`config.mk`:
```
export PLATFORM = sky130hd
export DESIGN_NAME = irq_vector_ctrl
export DESIGN_NICKNAME = d
export VERILOG_FILES = /design/src/rtl/irq_pkg.sv /design/src/rtl/irq_edge_sync.sv /design/src/rtl/irq_prio_pick.sv /design/src/rtl/irq_ctrl_reg.sv /design/src/rtl/irq_vector_ctrl.sv
export SDC_FILE = /design/constraint.sdc
export NUM_CORES = 1
export LEC_CHECK = 0
export ABC_AREA = 1
export BUFFER_PORTS_ARGS = -buffer_cell sky130_fd_sc_hd__buf_4
export CAP_MARGIN = 20
export CORE_MARGIN = 2
export CORE_UTILIZATION = 38
export CTS_CLUSTER_DIAMETER = 40
export DETAILED_ROUTE_END_ITERATION = 6
export PLACE_DENSITY_LB_ADDON = 0.1
export SETUP_SLACK_MARGIN = 0.3
export SLEW_MARGIN = 30
export SYNTH_ARGS = -nofsm -noshare
export SYNTH_HDL_FRONTEND = slang
export SYNTH_SLANG_ARGS = --single-unit
```
`constraint.sdc`:
```
create_clock -name clk -period 1.13 [get_ports clk]
set_input_delay 0.0565 -clock clk [delete_from_list [all_inputs] [get_ports clk]]
set_output_delay 0.0565 -clock clk [all_outputs]
set_load 0.02 [all_outputs]
```
`src/rtl/irq_pkg.sv`:
```
// Package irq_pkg
// Shared layout constants of the interrupt control register.
// Assumes the register packs: master enable, then one enable bit per
// source, then one flag per source, upper bits unused.
package irq_pkg;
    localparam int IRQ_NSRC    = 3;
    localparam int IRQ_REG_W   = 8;
    localparam int IRQ_EMI_BIT = 0;
    localparam int IRQ_EN_LSB  = 1;
    localparam int IRQ_FLG_LSB = IRQ_EN_LSB + IRQ_NSRC;
endpackage

```
`src/rtl/irq_edge_sync.sv`:
```
// Module irq_edge_sync
// Synchronizes an asynchronous, idle-high pin through STAGES flops and
// emits a one-cycle pulse on each high-to-low transition.
// Assumes the pin is high when reset is released.
module irq_edge_sync #(
    parameter int STAGES = 2
) (
    input  logic clk,
    input  logic rst_n,
    input  logic pin_i,
    output logic fall_o
);
    logic [STAGES:0] shift_q;

    // Shift the pin through the synchronizer plus one history flop.
    always_ff @(posedge clk) begin
        if (!rst_n) shift_q <= '1;
        else        shift_q <= {shift_q[STAGES-1:0], pin_i};
    end

    // Falling edge: old synchronized value high, new one low.
    always_comb fall_o = shift_q[STAGES] & ~shift_q[STAGES-1];

    assert_fall_single_R2: assert property (@(posedge clk) disable iff (!rst_n)
        fall_o |=> !fall_o);
endmodule

```
`src/rtl/irq_prio_pick.sv`:
```
// Module irq_prio_pick
// Fixed-priority selection among pending sources; index 0 wins.
// Produces a one-hot grant and the vector (index+1)*STEP, or 0 if none.
module irq_prio_pick #(
    parameter int N     = 3,
    parameter int VEC_W = 8,
    parameter int STEP  = 4
) (
    input  logic             clk,
    input  logic             rst_n,
    input  logic [N-1:0]     pend_i,
    output logic [N-1:0]     grant_o,
    output logic [VEC_W-1:0] vec_o
);
    // Walk from highest to lowest priority, granting the first pending one.
    always_comb begin
        logic taken;
        taken   = 1'b0;
        grant_o = '0;
        vec_o   = '0;
        for (int i = 0; i < N; i++) begin
            if (pend_i[i] && !taken) begin
                grant_o[i] = 1'b1;
                vec_o      = VEC_W'((i + 1) * STEP);
                taken      = 1'b1;
            end
        end
    end

    assert_grant_onehot_R5: assert property (@(posedge clk) disable iff (!rst_n)
        $onehot0(grant_o));
    assert_grant_when_pend_R5: assert property (@(posedge clk) disable iff (!rst_n)
        (|pend_i) |-> (vec_o != '0));
endmodule

```
`src/rtl/irq_ctrl_reg.sv`:
```
// Module irq_ctrl_reg
// Holds master enable, source enables and request flags.
// The update order within one cycle is fixed:
//   1. a software write loads the register;
//   2. a taken acknowledge clears the granted flag and the master enable;
//   3. source events set their flags;
//   4. an interrupt return sets the master enable.
module irq_ctrl_reg
    import irq_pkg::*;
#(
    parameter int N     = IRQ_NSRC,
    parameter int REG_W = IRQ_REG_W
) (
    input  logic             clk,
    input  logic             rst_n,
    input  logic             wr_hit_i,
    input  logic [REG_W-1:0] wdata_i,
    input  logic             ack_take_i,
    input  logic [N-1:0]     grant_i,
    input  logic [N-1:0]     evt_i,
    input  logic             reti_i,
    output logic [REG_W-1:0] q_o
);
    localparam int FLG = 1 + N;
    localparam int USED = 1 + 2 * N;
    localparam logic [REG_W-1:0] USED_MASK = REG_W'((1 << USED) - 1);

    logic [REG_W-1:0] nxt;

    // Compose the next register value in the fixed priority order.
    always_comb begin
        nxt = q_o;
        if (wr_hit_i) nxt = wdata_i & USED_MASK;
        if (ack_take_i) begin
            nxt[FLG +: N] = nxt[FLG +: N] & ~grant_i;
            nxt[0]        = 1'b0;
        end
        nxt[FLG +: N] = nxt[FLG +: N] | evt_i;
        if (reti_i) nxt[0] = 1'b1;
    end

    // Register update with synchronous reset.
    always_ff @(posedge clk) begin
        if (!rst_n) q_o <= '0;
        else        q_o <= nxt;
    end

    assert_reti_sets_emi_R8: assert property (@(posedge clk) disable iff (!rst_n)
        reti_i |=> q_o[0]);
    assert_ack_clears_emi_R6: assert property (@(posedge clk) disable iff (!rst_n)
        (ack_take_i && !reti_i) |=> !q_o[0]);
    assert_evt_sets_flag_R3: assert property (@(posedge clk) disable iff (!rst_n)
        (|evt_i) |=> ((q_o[FLG +: N] & $past(evt_i)) == $past(evt_i)));
endmodule

```
`src/rtl/irq_vector_ctrl.sv`:
```
// Module irq_vector_ctrl
// Three-source vectored interrupt controller with master enable.
// Source 0 is the synchronized falling edge of ext_pin_i; sources 1 and 2
// are timer overflow pulses (one cycle each). Assumes the core raises
// irq_ack_i for one cycle when it takes the call, and reti_i / ret_i for
// one cycle per executed return.
module irq_vector_ctrl
    import irq_pkg::*;
#(
    parameter int          ADDR_W      = 8,
    parameter int          VEC_W       = 8,
    parameter int          VEC_STEP    = 4,
    parameter int          SYNC_STAGES = 2,
    parameter logic [7:0]  CTRL_ADDR   = 8'h0B
) (
    input  logic                 clk,
    input  logic                 rst_n,
    input  logic                 ext_pin_i,
    input  logic [IRQ_NSRC-2:0]  tmr_ovf_i,
    input  logic                 stack_full_i,
    input  logic                 cfg_wr_i,
    input  logic [ADDR_W-1:0]    cfg_addr_i,
    input  logic [IRQ_REG_W-1:0] cfg_wdata_i,
    output logic [IRQ_REG_W-1:0] ctrl_rd_o,
    output logic                 irq_req_o,
    output logic [VEC_W-1:0]     irq_vec_o,
    input  logic                 irq_ack_i,
    input  logic                 reti_i,
    input  logic                 ret_i
);
    localparam int N = IRQ_NSRC;

    logic          ext_fall;
    logic [N-1:0]  evt;
    logic [N-1:0]  pend;
    logic [N-1:0]  grant;
    logic          wr_hit;
    logic          ack_take;

    irq_edge_sync #(.STAGES(SYNC_STAGES)) u_sync (
        .clk    (clk),
        .rst_n  (rst_n),
        .pin_i  (ext_pin_i),
        .fall_o (ext_fall)
    );

    // Gather source events: the pin edge first, then the timers.
    always_comb evt = {tmr_ovf_i, ext_fall};

    // A write takes effect only at the register's own address.
    always_comb wr_hit = cfg_wr_i && (cfg_addr_i == ADDR_W'(CTRL_ADDR));

    // Sources that are both flagged and enabled.
    always_comb pend = ctrl_rd_o[IRQ_FLG_LSB +: N] & ctrl_rd_o[IRQ_EN_LSB +: N];

    irq_prio_pick #(.N(N), .VEC_W(VEC_W), .STEP(VEC_STEP)) u_pick (
        .clk     (clk),
        .rst_n   (rst_n),
        .pend_i  (pend),
        .grant_o (grant),
        .vec_o   (irq_vec_o)
    );

    // Request the call only with master enable set and stack room left.
    always_comb irq_req_o = ctrl_rd_o[IRQ_EMI_BIT] & (|pend) & ~stack_full_i;

    // Acknowledge counts only against a live request.
    always_comb ack_take = irq_ack_i & irq_req_o;

    irq_ctrl_reg #(.N(N), .REG_W(IRQ_REG_W)) u_reg (
        .clk        (clk),
        .rst_n      (rst_n),
        .wr_hit_i   (wr_hit),
        .wdata_i    (cfg_wdata_i),
        .ack_take_i (ack_take),
        .grant_i    (grant),
        .evt_i      (evt),
        .reti_i     (reti_i),
        .q_o        (ctrl_rd_o)
    );

    assert_full_holds_emi_R9: assert property (@(posedge clk) disable iff (!rst_n)
        (stack_full_i && !wr_hit && !reti_i) |=> $stable(ctrl_rd_o[IRQ_EMI_BIT]));
    assert_ret_keeps_emi_R8: assert property (@(posedge clk) disable iff (!rst_n)
        (ret_i && !reti_i && !wr_hit && !(irq_ack_i && irq_req_o))
        |=> $stable(ctrl_rd_o[IRQ_EMI_BIT]));
    assert_ack_drops_req_R6: assert property (@(posedge clk) disable iff (!rst_n)
        (irq_ack_i && irq_req_o && !reti_i && !wr_hit) |=> !irq_req_o);
    assert_bit7_zero_R10: assert property (@(posedge clk) disable iff (!rst_n)
        ctrl_rd_o[IRQ_REG_W-1] == 1'b0);
endmodule

```
==> results.sh <==
export IMPL_power_frac_comb_pct=22.4
export IMPL_p_leak_uw=0.000575
export IMPL_crit_fanout=4
export IMPL_clock_latency_ns=0.27
export IMPL_place_area_sq_um=856
export IMPL_synth_fa_ha_area_share_pct=0
export IMPL_dp_hpwl_mm=1.06
export IMPL_grt_pass1_wl_mm=2.64
export IMPL_wire_per_inst_um=12.8
export IMPL_finalCritPeriodShare_pct=98.8
export IMPL_synth_top_family_by_area="simple AND/OR/NAND/NOR gates"
export IMPL_core_area_sq_um=1350
export IMPL_yosys_area_share_simple_pct=39.3
export IMPL_nFillCells=99
export IMPL_die_height_um=42.8
export IMPL_power_internal_uw=656
export IMPL_seq_area_frac_synth_pct=35.1
export IMPL_die_area_sq_um=1830
export IMPL_worstPathRequired_ns=1.07
export IMPL_synth_cell_type_count=17
export IMPL_switching_share_pct=26.6
export IMPL_cts_buffers=3
export IMPL_final_nets=153
export IMPL_setup_viol_count_final=0
export IMPL_synth_compound_area_share_pct=7.68
export IMPL_grt_pass1_vias=617
export IMPL_synth_area_leaders="dfxtp_1, nand2_1, buf_4, inv_1, nor2_1"
export IMPL_start_util_pct=42.3
export IMPL_whs_ns=-0.0101
export IMPL_status="complete, but fails checks"
export IMPL_final_setup_skew_ns=0.00894
export IMPL_max_freq_ghz=0.895
export IMPL_antenna_cells=0
export IMPL_syn_area_sq_um=571
export IMPL_rsz0062_at_grt="true"
export IMPL_yosysWarningCount=0
export IMPL_hold_viol=1
export IMPL_overflow=0
export IMPL_vias=663
export IMPL_synth_area_leader_cell="dfxtp_1"
export IMPL_ir_drop_uv=1000
export IMPL_port_buffers=33
export IMPL_gp_congestion=0.774
export IMPL_violations="hold timing"
export IMPL_dpl_worst_slack_ns=0.0747
export IMPL_fin_cells=141
export IMPL_clockBufferDepth=2
export IMPL_drt_iter0_markers=16
export IMPL_drc_errors=0
export IMPL_cts_root_buf="clkbuf_4"
export IMPL_grt_max_degree=9
export IMPL_crit_type="reg -> out"
export IMPL_synth_area_per_cell_sq_um=6.96
export IMPL_max_cap_violations=0
export IMPL_die_w_um=42.8
export IMPL_p_switching_uw=237
export IMPL_ys_ff_latch=10
export IMPL_io_pins=43
export IMPL_yosys_mux_area_fraction_pct=0
export IMPL_hold_class="in -> reg"
export IMPL_postRouteAntennaNets=0
export IMPL_r2r_slack_ns=0.03
export IMPL_dp_cells=129
export IMPL_cts_sinks=10
export IMPL_synth_top_area_share_pct=35.1
export IMPL_cp_end_kind="output pin"
export IMPL_drt_pass1_iter_count=4
export IMPL_grt_use_total_pct=18.9
export IMPL_fin_area_sq_um=1070
export IMPL_synth_xor_area_share_pct=0
export IMPL_clockPowerShare_pct=36.1
export IMPL_cts_max_level=1
export IMPL_wirelength_mm=1.80
export IMPL_cts_tree="done"
export IMPL_rows=13
export IMPL_post_route_min_period_ns=1.12
export IMPL_maxSlewViolCount=0
export IMPL_power_density_nw_per_um2=834
export IMPL_start_kind="register"
export IMPL_p_seq_share_pct=41.5
export IMPL_finish_utilization_pct=79.3
export IMPL_cp_arrival_ns=1.06
export IMPL_area_growth_pct=87.7
export IMPL_clk_pin_slew_worst_paths_ns=0.07
export IMPL_vias_per_cell=4.70
export IMPL_drive_above_1_share_pct=65.1
export IMPL_syn_instance_count=82
export IMPL_antenna_found_initial=0
export IMPL_worst_slack_ns=0.0130
## flip-flops by register name (all words and copies together) (netlist names)
signal          cells
u_sync.shift_q      3
u_reg.q_o           7
## path summary, 6_finish.rpt
path / start / end / cells past startpoint
min: ext_pin_i / u_sync.shift_q[0] / 2
min reg2reg: u_sync.shift_q[0] / u_sync.shift_q[1] / 1
max reg2reg: u_reg.q_o[3] / u_reg.q_o[5] / 8
max: u_reg.q_o[3] / irq_req_o / 5
## through the flow
step                      power (uW)  TNS (ns)
after floorplan                  468         0
after global placement           536         0
after detailed placement         540         0
after global routing             932   -0.0683
final                            894         0
after CTS                        885         0
## cell families (layout without fill, tap and decap cells)
logic type | after synthesis | after routing
and+or+nand+nor | 45 | 45
buffers and inverters | 18 | 56
DFF | 10 | 10
AOI/OAI and AO/OA | 8 | 8
other | 1 | 7
## power groups by stage
stage / clock network, uW / registers [uW] / logic (uW)
after floorplan: 0 / 387 / 80.5
after global placement: 0 / 376 / 160
after detailed placement: 0 / 376 / 164
after CTS: 329 / 370 / 186
after global routing: 345 / 372 / 215
final: 322 / 371 / 200
## area by class of cell
cell class                      count  area (sq um)  area share [%]
Multi-Input combinational cell     60           383            35.7
Timing Repair Buffer               41           360            33.6
Sequential cell                    10           224            20.9
Inverter                           11          48.8            4.56
Clock buffer                        4          36.3            3.39
Tap cell                           15          18.8            1.75
## what timing repair did
action / in CTS / in global routing
setup endpoints to repair: 11 / 14
setup buffers: 6 / 2
pin swaps: 8 / 10
resized for setup: 19 / 15
endpoints found under the hold margin: 1 / 1
## layer usage
| metal | wire length (um) | global-route usage, % |
|---|---|---|
| met4 | 0 | 0 |
| met5 | 0 | 0 |
| met3 | 108 | 6.38 |
| met1 | 743 | 21.9 |
| met2 | 952 | 35.2 |
## Yosys cell counts
cell      instances
nand2_1          19
dfxtp_1          10
inv_1            10
nor2_1           10
buf_4             7
nand3_1           7
o21ai_0           4
a21oi_1           3
nand4_1           3
or2_2             2
a21oi_2           1
clkinv_4          1
conb_1            1
nand2_2           1
nand3_4           1
nor2_2            1
nor3b_4           1
## layout by cell type (no fill, tap or decap), types with 2 or more instances in the layout
cell type	synthesis	layout
nand2_2	1	5
o21ai_0	4	2
nand4_1	3	3
inv_1	10	7
or2_2	2	2
conb_1	1	7
nor2_1	10	7
dfxtp_4	0	6
dfxtp_1	10	3
nand2_1	19	12
nand2_4	0	3
buf_4	7	27
buf_6	0	14
a21oi_2	1	3
nand3_2	0	5
clkbuf_4	0	3
inv_2	0	2
nand3_4	1	2
nor2_2	1	4
## critical path, cell delays in order, from the launching register on
cell,delay [ns]
dfxtp_4,0.36
nand2_4,0.09
nand3_2,0.08
nand2_2,0.08
inv_4,0.05
buf_6,0.12
No activity file was read; power rests on OpenSTA's default activity.
